**src/rtl/dmc_pkg.sv**
```systemverilog
package dmc_pkg;
  typedef enum logic [1:0] {
    ST_IDLE  = 2'd0,
    ST_WBACK = 2'd1,
    ST_FILL  = 2'd2,
    ST_RESP  = 2'd3
  } dmc_state_e;
endpackage

```
**src/rtl/dmc_addr_split.sv**
```systemverilog
module dmc_addr_split #(
  parameter int ADDR_W = 12,
  parameter int IDX_W  = 2,
  parameter int OFF_W  = 2,
  localparam int TAG_W = ADDR_W - IDX_W - OFF_W
) (
  input  logic [ADDR_W-1:0] addr,
  output logic [TAG_W-1:0]  tag,
  output logic [IDX_W-1:0]  idx,
  output logic [OFF_W-1:0]  off
);
  assign tag = addr[ADDR_W-1 -: TAG_W];
  assign idx = addr[OFF_W +: IDX_W];
  assign off = addr[OFF_W-1:0];
endmodule

```
**src/rtl/dmc_store.sv**
```systemverilog
module dmc_store #(
  parameter int NUM_SETS    = 4,
  parameter int BLOCK_BYTES = 4,
  parameter int TAG_W       = 8,
  localparam int IDX_W = $clog2(NUM_SETS),
  localparam int OFF_W = $clog2(BLOCK_BYTES),
  localparam int BLK_W = 8 * BLOCK_BYTES
) (
  input  logic             clk,
  input  logic             rst_n,
  input  logic [IDX_W-1:0] idx,
  output logic             rd_valid,
  output logic             rd_dirty,
  output logic [TAG_W-1:0] rd_tag,
  output logic [BLK_W-1:0] rd_block,
  input  logic             fill_en,
  input  logic [TAG_W-1:0] fill_tag,
  input  logic [BLK_W-1:0] fill_block,
  input  logic             byte_we,
  input  logic [OFF_W-1:0] byte_off,
  input  logic [7:0]       byte_data
);
  logic [NUM_SETS-1:0] valid_vec;
  logic [NUM_SETS-1:0] dirty_vec;
  logic [TAG_W-1:0]    tag_arr [NUM_SETS];
  logic [BLK_W-1:0]    blk_arr [NUM_SETS];

  for (genvar e = 0; e < NUM_SETS; e++) begin : g_entry
    logic             v_q, d_q;
    logic [TAG_W-1:0] t_q;
    logic [BLK_W-1:0] b_q, b_d;
    logic             sel, fill_hit, wr_hit, blk_en;

    assign sel      = (idx == IDX_W'(e));
    assign fill_hit = fill_en & sel;
    assign wr_hit   = byte_we & sel;
    assign blk_en   = fill_hit | wr_hit;

    always_ff @(posedge clk or negedge rst_n) begin
      if (!rst_n) begin
        v_q <= 1'b0;
        d_q <= 1'b0;
      end else if (fill_hit) begin
        v_q <= 1'b1;
        d_q <= 1'b0;
      end else if (wr_hit) begin
        d_q <= 1'b1;
      end
    end

    always_comb begin
      b_d = b_q;
      if (fill_hit) b_d = fill_block;
      else if (wr_hit) b_d[byte_off*8 +: 8] = byte_data;
    end

    always_ff @(posedge clk) begin
      if (fill_hit) t_q <= fill_tag;
      if (blk_en)   b_q <= b_d;
    end

    assign valid_vec[e] = v_q;
    assign dirty_vec[e] = d_q;
    assign tag_arr[e]   = t_q;
    assign blk_arr[e]   = b_q;
  end

  assign rd_valid = valid_vec[idx];
  assign rd_dirty = dirty_vec[idx];
  assign rd_tag   = tag_arr[idx];
  assign rd_block = blk_arr[idx];

  // an installed block is valid and clean
  assert_fill_clean_R5: assert property (@(posedge clk) disable iff (!rst_n)
    fill_en |=> (valid_vec[$past(idx)] && !dirty_vec[$past(idx)]));

  // a byte store leaves its entry dirty
  assert_store_dirty_R6: assert property (@(posedge clk) disable iff (!rst_n)
    byte_we |=> (valid_vec[$past(idx)] && dirty_vec[$past(idx)]));
endmodule

```
**src/rtl/dmc_ctrl.sv**
```systemverilog
module dmc_ctrl
  import dmc_pkg::*;
(
  input  logic       clk,
  input  logic       rst_n,
  input  logic       cpu_req_valid,
  input  logic       hit,
  input  logic       victim_dirty,
  input  logic       mem_req_ready,
  output dmc_state_e state,
  output logic       cpu_req_ready,
  output logic       capture,
  output logic       hit_access,
  output logic       resp_access,
  output logic       mem_req_valid,
  output logic       mem_req_write,
  output logic       fill_en
);
  dmc_state_e state_q, state_d;

  always_comb begin
    state_d = state_q;
    unique case (state_q)
      ST_IDLE:  if (cpu_req_valid && !hit) state_d = victim_dirty ? ST_WBACK : ST_FILL;
      ST_WBACK: if (mem_req_ready) state_d = ST_FILL;
      ST_FILL:  if (mem_req_ready) state_d = ST_RESP;
      ST_RESP:  state_d = ST_IDLE;
      default:  state_d = ST_IDLE;
    endcase
  end

  always_ff @(posedge clk or negedge rst_n) begin
    if (!rst_n) state_q <= ST_IDLE;
    else        state_q <= state_d;
  end

  assign state         = state_q;
  assign cpu_req_ready = (state_q == ST_IDLE);
  assign capture       = cpu_req_ready & cpu_req_valid & ~hit;
  assign hit_access    = cpu_req_ready & cpu_req_valid & hit;
  assign resp_access   = (state_q == ST_RESP);
  assign mem_req_valid = (state_q == ST_WBACK) | (state_q == ST_FILL);
  assign mem_req_write = (state_q == ST_WBACK);
  assign fill_en       = (state_q == ST_FILL) & mem_req_ready;

  // a completed write-back is followed at once by a block read
  assert_wb_then_fill_R7: assert property (@(posedge clk) disable iff (!rst_n)
    (mem_req_valid && mem_req_write && mem_req_ready) |=> (mem_req_valid && !mem_req_write));

  // a pending request holds its direction until accepted
  assert_req_hold_R8: assert property (@(posedge clk) disable iff (!rst_n)
    (mem_req_valid && !mem_req_ready) |=> (mem_req_valid && $stable(mem_req_write)));
endmodule

```
**src/rtl/dmc_cache.sv**
```systemverilog
module dmc_cache
  import dmc_pkg::*;
#(
  parameter int ADDR_W      = 12,
  parameter int NUM_SETS    = 4,
  parameter int BLOCK_BYTES = 4,
  localparam int IDX_W = $clog2(NUM_SETS),
  localparam int OFF_W = $clog2(BLOCK_BYTES),
  localparam int TAG_W = ADDR_W - IDX_W - OFF_W,
  localparam int BLK_W = 8 * BLOCK_BYTES
) (
  input  logic              clk,
  input  logic              rst_n,
  input  logic              cpu_req_valid,
  input  logic              cpu_req_write,
  input  logic [ADDR_W-1:0] cpu_req_addr,
  input  logic [7:0]        cpu_req_wdata,
  output logic              cpu_req_ready,
  output logic              cpu_rsp_valid,
  output logic [7:0]        cpu_rsp_rdata,
  output logic              mem_req_valid,
  output logic              mem_req_write,
  output logic [ADDR_W-1:0] mem_req_addr,
  output logic [BLK_W-1:0]  mem_req_wdata,
  input  logic              mem_req_ready,
  input  logic [BLK_W-1:0]  mem_rdata
);
  dmc_state_e        state;
  logic              capture, hit_access, resp_access, fill_en;
  logic              hit, victim_dirty;
  logic              q_write;
  logic [ADDR_W-1:0] q_addr;
  logic [7:0]        q_wdata;
  logic [ADDR_W-1:0] look_addr;
  logic [TAG_W-1:0]  look_tag, st_tag;
  logic [IDX_W-1:0]  look_idx;
  logic [OFF_W-1:0]  look_off;
  logic              st_valid, st_dirty;
  logic [BLK_W-1:0]  st_block;
  logic              do_access, acc_write;
  logic [7:0]        acc_wdata, rsp_d;
  logic              rsp_valid_q;
  logic [7:0]        rsp_rdata_q;

  // Live request in IDLE, captured request while a miss is serviced
  assign look_addr = cpu_req_ready ? cpu_req_addr  : q_addr;
  assign acc_write = cpu_req_ready ? cpu_req_write : q_write;
  assign acc_wdata = cpu_req_ready ? cpu_req_wdata : q_wdata;

  dmc_addr_split #(.ADDR_W(ADDR_W), .IDX_W(IDX_W), .OFF_W(OFF_W)) u_split (
    .addr (look_addr),
    .tag  (look_tag),
    .idx  (look_idx),
    .off  (look_off)
  );

  dmc_store #(.NUM_SETS(NUM_SETS), .BLOCK_BYTES(BLOCK_BYTES), .TAG_W(TAG_W)) u_store (
    .clk        (clk),
    .rst_n      (rst_n),
    .idx        (look_idx),
    .rd_valid   (st_valid),
    .rd_dirty   (st_dirty),
    .rd_tag     (st_tag),
    .rd_block   (st_block),
    .fill_en    (fill_en),
    .fill_tag   (look_tag),
    .fill_block (mem_rdata),
    .byte_we    (do_access & acc_write),
    .byte_off   (look_off),
    .byte_data  (acc_wdata)
  );

  assign hit          = st_valid & (st_tag == look_tag);
  assign victim_dirty = st_valid & st_dirty;

  dmc_ctrl u_ctrl (
    .clk           (clk),
    .rst_n         (rst_n),
    .cpu_req_valid (cpu_req_valid),
    .hit           (hit),
    .victim_dirty  (victim_dirty),
    .mem_req_ready (mem_req_ready),
    .state         (state),
    .cpu_req_ready (cpu_req_ready),
    .capture       (capture),
    .hit_access    (hit_access),
    .resp_access   (resp_access),
    .mem_req_valid (mem_req_valid),
    .mem_req_write (mem_req_write),
    .fill_en       (fill_en)
  );

  always_ff @(posedge clk) begin
    if (capture) begin
      q_addr  <= cpu_req_addr;
      q_write <= cpu_req_write;
      q_wdata <= cpu_req_wdata;
    end
  end

  // Write-back goes to the victim's address; a fill to the request's block
  assign mem_req_addr  = (state == ST_WBACK) ? {st_tag, look_idx, {OFF_W{1'b0}}}
                                             : {look_tag, look_idx, {OFF_W{1'b0}}};
  assign mem_req_wdata = st_block;

  assign do_access = hit_access | resp_access;
  assign rsp_d     = acc_write ? acc_wdata : st_block[look_off*8 +: 8];

  always_ff @(posedge clk or negedge rst_n) begin
    if (!rst_n) rsp_valid_q <= 1'b0;
    else        rsp_valid_q <= do_access;
  end

  always_ff @(posedge clk) begin
    if (do_access) rsp_rdata_q <= rsp_d;
  end

  assign cpu_rsp_valid = rsp_valid_q;
  assign cpu_rsp_rdata = rsp_rdata_q;

  // memory only sees block-aligned addresses
  assert_block_aligned_R2: assert property (@(posedge clk) disable iff (!rst_n)
    mem_req_valid |-> (mem_req_addr[OFF_W-1:0] == '0));

  // a hit answers next cycle without any memory request
  assert_hit_quiet_R3: assert property (@(posedge clk) disable iff (!rst_n)
    (cpu_req_valid && cpu_req_ready && hit) |=> (cpu_rsp_valid && !mem_req_valid));

  // request address held until memory accepts
  assert_addr_hold_R8: assert property (@(posedge clk) disable iff (!rst_n)
    (mem_req_valid && !mem_req_ready) |=> $stable(mem_req_addr));

  // processor port closed while memory is busy
  assert_busy_stall_R8: assert property (@(posedge clk) disable iff (!rst_n)
    mem_req_valid |-> !cpu_req_ready);

  // a response arrives only once the port is open again
  assert_rsp_ready_R9: assert property (@(posedge clk) disable iff (!rst_n)
    cpu_rsp_valid |-> cpu_req_ready);
endmodule

```
**config.mk**
```make
export PLATFORM = sky130hd
export DESIGN_NAME = dmc_cache
export DESIGN_NICKNAME = d
export VERILOG_FILES = /design/src/rtl/dmc_pkg.sv /design/src/rtl/dmc_addr_split.sv /design/src/rtl/dmc_store.sv /design/src/rtl/dmc_ctrl.sv /design/src/rtl/dmc_cache.sv
export SDC_FILE = /design/constraint.sdc
export NUM_CORES = 1
export LEC_CHECK = 0
export ABC_AREA = 1
export BUFFER_PORTS_ARGS = -buffer_cell sky130_fd_sc_hd__buf_2
export CAP_MARGIN = 10
export CORE_AREA = 3 3 146 148
export CTS_BUF_LIST = sky130_fd_sc_hd__clkbuf_4 sky130_fd_sc_hd__clkbuf_8 sky130_fd_sc_hd__clkbuf_16
export DETAILED_ROUTE_END_ITERATION = 10
export DIE_AREA = 0 0 149 151
export PLACE_DENSITY_LB_ADDON = 0.05
export SYNTH_ARGS = -nofsm -noshare
export SYNTH_HDL_FRONTEND = slang
export SYNTH_HIERARCHICAL = 1
export SYNTH_SLANG_ARGS = --single-unit
```
**constraint.sdc**
```tcl
create_clock -name clk -period 3.98 [get_ports clk]
set_clock_uncertainty 0.1 [all_clocks]
set_input_delay 0.398 -clock clk [delete_from_list [all_inputs] [get_ports clk]]
set_output_delay 0.398 -clock clk [all_outputs]
set_load 0.02 [all_outputs]
```
==> results of run 1 <==
==> metal layers <==
metal	global-route usage [%]	up-vias	wire [um]
met5	0	-	0
met4	8.558	0	922
met3	6.523	61	3521
met2	47.23	521	15100
met1	42.63	4399	13860
li1	-	4519	-
==> layout make-up <==
class	instances	area, um^2
fill	1876	7725
sequential	200	5951
multi-input combinational	987	4165
timing repair buffer	166	993.5
clock buffer	17	425.4
inverter	101	384.1
tap	270	337.8
clock inverter	15	187.7
==> path summary, 6_finish.rpt <==
path / start / depth (start not counted) / to
max: u_ctrl/state[0] / 25 / u_store/g_entry[3].b_q[3]
min in group asynchronous: rst_n / 2 / u_store/g_entry[3].d_q
max reg2reg: u_ctrl/state[0] / 25 / u_store/g_entry[3].b_q[3]
max in group asynchronous: rst_n / 2 / u_store/g_entry[2].d_q
min reg2reg: u_store/g_entry[3].v_q / 2 / u_store/g_entry[3].v_q
min: cpu_req_addr[0] / 1 / q_addr[0]
==> cells by family after synthesis <==
| logic type | after synthesis |
|---|---|
| simple gates | 933 |
| flops | 200 |
| fa+ha+maj | 10 |
| other cells | 1 |
| compound gates | 42 |
| buf+inv | 179 |
==> cell usage after synthesis, types with 2 or more instances <==
library cell,instances,area share [%]
sky130_fd_sc_hd__edfxtp_1,189,52
sky130_fd_sc_hd__buf_4,18,1.2
sky130_fd_sc_hd__buf_6,2,0.21
sky130_fd_sc_hd__nand3_1,117,5.4
sky130_fd_sc_hd__a21oi_1,5,0.23
sky130_fd_sc_hd__inv_2,6,0.21
sky130_fd_sc_hd__and2_1,8,0.46
sky130_fd_sc_hd__nor2_2,3,0.17
sky130_fd_sc_hd__buf_2,47,2.2
sky130_fd_sc_hd__inv_1,92,3.2
sky130_fd_sc_hd__ha_1,10,1.2
sky130_fd_sc_hd__nand2_1,760,26
sky130_fd_sc_hd__dfrtp_1,11,2.5
sky130_fd_sc_hd__o21ai_1,15,0.69
sky130_fd_sc_hd__clkinv_1,2,0.069
sky130_fd_sc_hd__o21ai_0,20,0.93
sky130_fd_sc_hd__clkbuf_1,11,0.38
sky130_fd_sc_hd__nor2_1,41,1.4
==> through the flow <==
step | std cells | utilization [%]
floorplan | 1366 | -
global placement | 1721 | 58.24
detailed placement | 1721 | 58.24
CTS | 1754 | 61.33
global route | 1756 | 61.70
finish | 1756 | 61.70
==> registers in the layout (all words and copies together), names as in the netlist <==
name                 count
cpu_rsp_rdata            8
cpu_rsp_valid            1
q_addr                  12
q_wdata                  8
q_write                  1
u_ctrl/state             2
u_store/g_entry.b_q    128
u_store/g_entry.d_q      4
u_store/g_entry.t_q     32
u_store/g_entry.v_q      4
==> worst max-delay path, cell delays in order, from the launching register on <==
cell and delay, ns:
sky130_fd_sc_hd__dfrtp_1 0.38, sky130_fd_sc_hd__inv_1 0.10, sky130_fd_sc_hd__ha_2 0.23, sky130_fd_sc_hd__buf_4 0.14, sky130_fd_sc_hd__nand2_1 0.08, sky130_fd_sc_hd__nand2_4 0.14
sky130_fd_sc_hd__buf_6 0.17, sky130_fd_sc_hd__nand2_1 0.06, sky130_fd_sc_hd__nand2_1 0.07, sky130_fd_sc_hd__nand2_1 0.06, sky130_fd_sc_hd__nand3_1 0.10, sky130_fd_sc_hd__inv_1 0.06
sky130_fd_sc_hd__nand2_1 0.05, sky130_fd_sc_hd__nand2_1 0.05, sky130_fd_sc_hd__nor2_1 0.08, sky130_fd_sc_hd__nand3_1 0.09, sky130_fd_sc_hd__nor2_2 0.17, sky130_fd_sc_hd__inv_1 0.08
sky130_fd_sc_hd__nor2_1 0.10, sky130_fd_sc_hd__inv_1 0.06, sky130_fd_sc_hd__a21oi_1 0.14, sky130_fd_sc_hd__buf_4 0.16, sky130_fd_sc_hd__nand2_1 0.15, sky130_fd_sc_hd__buf_4 0.21
sky130_fd_sc_hd__o21ai_2 0.10, sky130_fd_sc_hd__buf_4 0.20
==> power by group <==
group	internal [mW]	switching (mW)
combinational	1.45	3.96
clock	1.01	0.821
sequential	2.85	0.0918
==> repair_timing <==
action,CTS,global route
hold buffers,1,0
setup buffers,0,2
endpoints found under the setup margin,0,128
resized for setup,0,10
endpoints found under the hold margin,11,0
==> metrics.txt, run 1 <==
# TYPE chip_impl_metric gauge
chip_impl_info{name="run_status",value="complete, no violations"} 1
chip_impl_metric{name="layout.nets",unit=""} 1540
chip_impl_metric{name="worst_case_setup_margin_in_the_final_layout",unit="ns"} 0.3027
chip_impl_metric{name="diodes",unit=""} 0
chip_impl_metric{name="report.final.setup_viol",unit=""} 0
chip_impl_metric{name="floorplan.die_area",unit="um^2"} 22500
chip_impl_metric{name="dp_hpwl",unit="mm"} 23.89
chip_impl_metric{name="tritoncts_num_sinks",unit=""} 200
chip_impl_metric{name="yosys_cell_types",unit=""} 26
chip_impl_metric{name="synth.avg_cell_area",unit="um^2"} 7.925
chip_impl_info{name="endpoint_kind",value="register"} 1
chip_impl_metric{name="synthSimpleGateAreaFrac",unit="%"} 34.18
chip_impl_metric{name="clk_pin_slew",unit="ns"} 0.07
chip_impl_info{name="synth-main-ff-cell",value="sky130_fd_sc_hd__edfxtp_1"} 1
chip_impl_metric{name="io_pins",unit=""} 113
chip_impl_metric{name="totalWireLength",unit="mm"} 33.41
chip_impl_metric{name="leakagePower",unit="nW"} 5.914
chip_impl_info{name="mostFrequentLayoutCell",value="sky130_fd_sc_hd__nand2_1"} 1
chip_impl_metric{name="share_of_final_layout_standard_cells_stronger_than_drive_strength_1",unit="%"} 15.68
chip_impl_metric{name="fin_hold_ws",unit="ns"} 0.05256
chip_impl_metric{name="fmaxAchievable",unit="MHz"} 271.9
chip_impl_metric{name="dpl_worst_slack",unit="ns"} 0.03633
chip_impl_metric{name="grt-ovfl-total",unit=""} 0
chip_impl_metric{name="detailed_place.area",unit="um^2"} 11750
chip_impl_metric{name="synthMuxAreaShare",unit="%"} 0
chip_impl_metric{name="asyncSetResetFlopFracSynth",unit="%"} 5.500
chip_impl_metric{name="stdcell_area",unit="um^2"} 12440
chip_impl_metric{name="synthXorXnorAreaFrac",unit="%"} 0
chip_impl_metric{name="synthAdderAreaFrac",unit="%"} 1.157
chip_impl_metric{name="firstDrtPassIters",unit=""} 5
chip_impl_metric{name="floorplan.core_area",unit="um^2"} 20170
chip_impl_metric{name="dieWidth",unit="um"} 149
chip_impl_info{name="cp-start-kind",value="register"} 1
chip_impl_metric{name="period_needed",unit="ns"} 3.677
chip_impl_info{name="grt_setup_unrepaired",value="no"} 1
chip_impl_metric{name="antenna_found_initial",unit=""} 0
chip_impl_metric{name="layout-area-overhead-vs-synth",unit="%"} 15.04
chip_impl_metric{name="antenna_left",unit=""} 0
chip_impl_metric{name="report.final.hold_viol_count",unit=""} 0
chip_impl_metric{name="synth-seq-cells",unit=""} 200
chip_impl_metric{name="cell_area_after_synthesis",unit="um^2"} 10820
chip_impl_info{name="cts_tree",value="done"} 1
chip_impl_metric{name="dr_total_vias",unit=""} 9500
chip_impl_metric{name="h_tree_depth_reported_by_cts",unit=""} 4
chip_impl_info{name="hold_path_class",value="input pin to register"} 1
chip_impl_info{name="clock_tree_root_driver_cell",value="sky130_fd_sc_hd__clkbuf_16"} 1
chip_impl_metric{name="grt_start_max_net_pins",unit=""} 39
chip_impl_metric{name="floorplan.initialDensity",unit="%"} 53.64
chip_impl_metric{name="grt_first_pass_wirelength",unit="mm"} 50.78
chip_impl_metric{name="ys_seq_area_share",unit="%"} 55.01
chip_impl_metric{name="timing.max_slew.rel_slack",unit="%"} 25.43
chip_impl_info{name="highest_count_cells_in_the_layout_ignoring_fill_and_taps",value="sky130_fd_sc_hd__nand2_1 (758), sky130_fd_sc_hd__edfxtp_1 (189), sky130_fd_sc_hd__nand3_1 (116), sky130_fd_sc_hd__buf_2 (110), sky130_fd_sc_hd__inv_1 (92)"} 1
chip_impl_metric{name="final_min_period_over_clock_period",unit="%"} 92.40
chip_impl_metric{name="cp_data_required_time",unit="ns"} 4.02
chip_impl_metric{name="detailed_route_iter0_violations",unit=""} 1012
chip_impl_info{name="largest_family_of_logic_cells_by_synthesized_area",value="simple AND/OR/NAND/NOR gates"} 1
chip_impl_metric{name="number_of_clock_buffers_inserted_by_tritoncts",unit=""} 17
chip_impl_metric{name="clock_latency",unit="ns"} 0.43
chip_impl_metric{name="netlist_instances",unit=""} 1365
chip_impl_metric{name="power_per_cell_area",unit="nW/um^2"} 818.3
chip_impl_info{name="timing.setup.critical_path_class",value="register to register"} 1
chip_impl_metric{name="ys.warnings.count",unit=""} 6
chip_impl_metric{name="area_fraction_in_compound_gates_after_synthesis",unit="%"} 2.082
chip_impl_metric{name="synth_enable_flop_cells",unit=""} 189
chip_impl_metric{name="arrival_time_at_the_worst_endpoint",unit="ns"} 3.72
chip_impl_metric{name="grt_util_overall",unit="%"} 30.07
chip_impl_metric{name="r2r_setup_slack",unit="ns"} 0.30
chip_impl_metric{name="vdd_drop_max",unit="mV"} 0.3548
chip_impl_metric{name="final_weighted_congestion_of_routability_driven_global_placement",unit=""} 0.9509
chip_impl_metric{name="cts_buffer_depth",unit=""} 2
chip_impl_metric{name="viasPerCell",unit=""} 5.410
chip_impl_metric{name="drv.max_cap_violation_count",unit=""} 0
chip_impl_metric{name="fp.dieH",unit="um"} 151
chip_impl_metric{name="wl_per_cell",unit="um"} 19.03
chip_impl_metric{name="port_buffers",unit=""} 110
chip_impl_metric{name="power",unit="mW"} 10.18
chip_impl_metric{name="grt_pass1_vias",unit=""} 8749
chip_impl_metric{name="final-max-slew-violation-count",unit=""} 0
chip_impl_metric{name="drt_drc_violations_left",unit=""} 0
chip_impl_metric{name="crit_path_max_fanout",unit=""} 12
chip_impl_metric{name="tightestPinTransition",unit="ns"} 1.117
chip_impl_metric{name="rows",unit=""} 52
chip_impl_metric{name="setup_total_negative_slack",unit="ns"} 0
Note: power is estimated with default switching activity, not from simulation.
==> run 2: changes to the inputs <==
CORE_AREA = 3 3 139 155   (was 3 3 146 148)
DIE_AREA = 0 0 142 158   (was 0 0 149 151)
==> run 2 against run 1 <==
Utilization up 0.077 points. Sequential share of layout area up 0.51 points. Critical path depth down 4. Hold slack worse by 0.0047 ns. Power down 2.7%. Clock power down 8%. Fmax up 0.44%. Die area down 0.28%. Combinational power down 2%. Critical endpoint is now u_store/g_entry[3].b_q[6]. Critical path type unchanged. Non-clock buffer count down 28. Flip-flop and latch count unchanged. Sequential power about the same.
==> metrics.txt, run 2 (synthesis gave the netlist of run 1 again) <==
# TYPE chip_impl_metric gauge
chip_impl_metric{name="final_core_util",unit="%"} 61.78
chip_impl_metric{name="drt_drc_violations_left",unit=""} 0
chip_impl_metric{name="report.final.hold_viol_count",unit=""} 0
chip_impl_info{name="hold_path_class",value="input pin to register"} 1
chip_impl_metric{name="clk_pin_slew",unit="ns"} 0.08
chip_impl_metric{name="arrival_time_at_the_worst_endpoint",unit="ns"} 3.67
chip_impl_metric{name="vdd_drop_max",unit="mV"} 0.5305
chip_impl_info{name="regMostFlops",value="u_store/g_entry.b_q"} 1
chip_impl_metric{name="h_tree_depth_reported_by_cts",unit=""} 4
chip_impl_metric{name="fp.dieH",unit="um"} 158
chip_impl_metric{name="dp_hpwl",unit="mm"} 22.44
chip_impl_metric{name="grt_start_max_net_pins",unit=""} 42
chip_impl_info{name="endpoint_kind",value="register"} 1
chip_impl_info{name="timing.setup.critical_path_class",value="register to register"} 1
chip_impl_metric{name="grt_first_pass_wirelength",unit="mm"} 48.53
chip_impl_metric{name="final_weighted_congestion_of_routability_driven_global_placement",unit=""} 0.9064
chip_impl_metric{name="diodes",unit=""} 0
chip_impl_metric{name="grt_util_overall",unit="%"} 28.79
chip_impl_metric{name="final_min_period_over_clock_period",unit="%"} 91.99
chip_impl_metric{name="io_pins",unit=""} 113
chip_impl_info{name="run_status",value="complete, no violations"} 1
chip_impl_info{name="crit-reg2reg-launch",value="u_ctrl/state[0]"} 1
chip_impl_metric{name="floorplan.initialDensity",unit="%"} 54.27
chip_impl_metric{name="stdcell_area",unit="um^2"} 12310
chip_impl_metric{name="grt-ovfl-total",unit=""} 0
chip_impl_metric{name="largest_register_ffs",unit=""} 128
chip_impl_metric{name="final-max-slew-violation-count",unit=""} 0
chip_impl_metric{name="setup_total_negative_slack",unit="ns"} 0
chip_impl_metric{name="wl_per_cell",unit="um"} 18.40
chip_impl_metric{name="rows",unit=""} 54
chip_impl_metric{name="grt_pass1_vias",unit=""} 8689
chip_impl_metric{name="fin_hold_ws",unit="ns"} 0.04784
chip_impl_metric{name="viasPerCell",unit=""} 5.355
chip_impl_info{name="min_to",value="q_addr[10]"} 1
chip_impl_metric{name="power",unit="mW"} 9.908
chip_impl_metric{name="firstDrtPassIters",unit=""} 6
chip_impl_metric{name="port_buffers",unit=""} 110
chip_impl_metric{name="holdPathStages",unit=""} 1
chip_impl_info{name="clock_tree_root_driver_cell",value="sky130_fd_sc_hd__clkbuf_16"} 1
chip_impl_metric{name="report.final.setup_viol",unit=""} 0
chip_impl_info{name="reg2reg_to",value="u_store/g_entry[3].b_q[6]"} 1
chip_impl_metric{name="totalWireLength",unit="mm"} 31.47
chip_impl_metric{name="r2r.worst_path.cells",unit=""} 21
chip_impl_info{name="highest_count_cells_in_the_layout_ignoring_fill_and_taps",value="sky130_fd_sc_hd__nand2_1 (755), sky130_fd_sc_hd__edfxtp_1 (189), sky130_fd_sc_hd__nand3_1 (117), sky130_fd_sc_hd__buf_2 (110), sky130_fd_sc_hd__inv_1 (92)"} 1
chip_impl_metric{name="leakagePower",unit="nW"} 5.817
chip_impl_metric{name="timing.max_slew.rel_slack",unit="%"} 31.74
chip_impl_metric{name="layout-area-overhead-vs-synth",unit="%"} 13.82
chip_impl_metric{name="power_per_cell_area",unit="nW/um^2"} 804.7
chip_impl_metric{name="share_of_final_layout_standard_cells_stronger_than_drive_strength_1",unit="%"} 14.27
chip_impl_metric{name="layout.nets",unit=""} 1512
chip_impl_info{name="mostFrequentLayoutCell",value="sky130_fd_sc_hd__nand2_1"} 1
chip_impl_metric{name="dieWidth",unit="um"} 142
chip_impl_metric{name="tritoncts_num_sinks",unit=""} 200
chip_impl_metric{name="dr_total_vias",unit=""} 9157
chip_impl_info{name="hold_path_startpoint",value="cpu_req_addr[10]"} 1
chip_impl_metric{name="antenna_found_initial",unit=""} 0
chip_impl_metric{name="detailed_place.area",unit="um^2"} 11540
chip_impl_metric{name="fmaxAchievable",unit="MHz"} 273.1
chip_impl_metric{name="period_needed",unit="ns"} 3.661
chip_impl_metric{name="antenna_left",unit=""} 0
chip_impl_metric{name="r2r_setup_slack",unit="ns"} 0.32
chip_impl_metric{name="clock_latency",unit="ns"} 0.44
chip_impl_metric{name="cts_buffer_depth",unit=""} 2
chip_impl_metric{name="detailed_route_iter0_violations",unit=""} 987
chip_impl_metric{name="cp_data_required_time",unit="ns"} 3.99
chip_impl_info{name="cts_tree",value="done"} 1
chip_impl_metric{name="floorplan.core_area",unit="um^2"} 19930
chip_impl_metric{name="tightestPinTransition",unit="ns"} 1.023
chip_impl_metric{name="drv.max_cap_violation_count",unit=""} 0
chip_impl_metric{name="crit_path_max_fanout",unit=""} 22
chip_impl_metric{name="floorplan.die_area",unit="um^2"} 22440
chip_impl_metric{name="number_of_clock_buffers_inserted_by_tritoncts",unit=""} 17
chip_impl_info{name="cp-start-kind",value="register"} 1
chip_impl_info{name="layout_top_registers",value="u_store/g_entry.b_q: 128 flops, u_store/g_entry.t_q: 32 flops, q_addr: 12 flops"} 1
## run 2: changes by cell type in the layout (fill, tap and decap cells not counted), moves of 3 or more
| cell | previous run | this run |
|---|---|---|
| sky130_fd_sc_hd__nand2_4 | 1 | 4 |
| sky130_fd_sc_hd__bufinv_16 | 3 | 0 |
| sky130_fd_sc_hd__buf_4 | 52 | 23 |
| sky130_fd_sc_hd__o21ai_2 | 14 | 1 |
| sky130_fd_sc_hd__o21ai_4 | 4 | 17 |
| sky130_fd_sc_hd__nand2_1 | 758 | 755 |
## run 2: where the power goes
part / total [mW] / internal, mW / switching (mW) / leakage [nW]
Sequential: 2.95 / 2.85 / 0.0952 / 1.80
Clock: 1.68 / 0.857 / 0.826 / 0.280
Combinational: 5.28 / 1.39 / 3.88 / 3.74
## run 2: final cells by class
cell class,count,area (um^2)
repair buffers,138,804.5
well taps,252,315.3
fillers,1729,7619
multi-input cells,987,4282
clock inverters,13,130.1
inverters,101,384.1
flip-flops and latches,200,5951
clock buffers,19,446.7
## run 2: critical path: stages, from the launching register on
cell and delay, ns:
sky130_fd_sc_hd__dfrtp_1 0.38, sky130_fd_sc_hd__inv_1 0.10, sky130_fd_sc_hd__ha_2 0.22, sky130_fd_sc_hd__nand2_1 0.06
sky130_fd_sc_hd__nand2_1 0.12, sky130_fd_sc_hd__buf_6 0.25, sky130_fd_sc_hd__nand2_1 0.12, sky130_fd_sc_hd__inv_2 0.14
sky130_fd_sc_hd__nand2_1 0.06, sky130_fd_sc_hd__nand3_1 0.10, sky130_fd_sc_hd__inv_1 0.06, sky130_fd_sc_hd__nand2_1 0.05
sky130_fd_sc_hd__o21ai_0 0.07, sky130_fd_sc_hd__nor2_1 0.13, sky130_fd_sc_hd__nand2_1 0.07, sky130_fd_sc_hd__nor2_1 0.16
sky130_fd_sc_hd__inv_1 0.08, sky130_fd_sc_hd__nor2_1 0.10, sky130_fd_sc_hd__inv_1 0.08, sky130_fd_sc_hd__a21oi_4 0.33
sky130_fd_sc_hd__nand2_4 0.20, sky130_fd_sc_hd__o21ai_4 0.35
## run 2: how the worst max path moves through the flow
stage                                            end  slack [ns]            start  cells past startpoint
after CTS                 u_store/g_entry[2].b_q[10]        0.03  u_ctrl/state[0]                     22
after global routing       u_store/g_entry[3].b_q[6]      -0.003  u_ctrl/state[0]                     22
after floorplan            u_store/g_entry[0].b_q[0]       -0.02  u_ctrl/state[0]                     25
after global placement    u_store/g_entry[2].b_q[14]        0.14  u_ctrl/state[0]                     22
after detailed placement  u_store/g_entry[2].b_q[13]        0.05  u_ctrl/state[0]                     22
final                      u_store/g_entry[3].b_q[6]        0.32  u_ctrl/state[0]                     21
## run 2: layer usage
layer  vias to the layer above  GRT usage, %  share of wire (%)
li1                       4465             -                  -
met1                      4200         38.98                 42
met2                       440         47.49                 48
met3                        52         4.773                8.5
met4                         0         9.689                2.1
met5                         -             0                  0
## run 2: metrics by stage
stage | setup WS (ns) | cells
final | 0.3187 | 1710
after detailed placement | 0.04520 | 1676
after global placement | 0.1447 | 1676
after global routing | -0.003305 | 1710
after floorplan | -0.01504 | 1366
after CTS | 0.02669 | 1709
## run 2: what timing repair did
item / 4_1_cts / 5_1_grt
hold buffers: 1 / 0
endpoints found under the hold margin: 11 / 0
setup buffers: 0 / 1
gates resized for setup: 0 / 29
setup endpoints to repair: 0 / 128
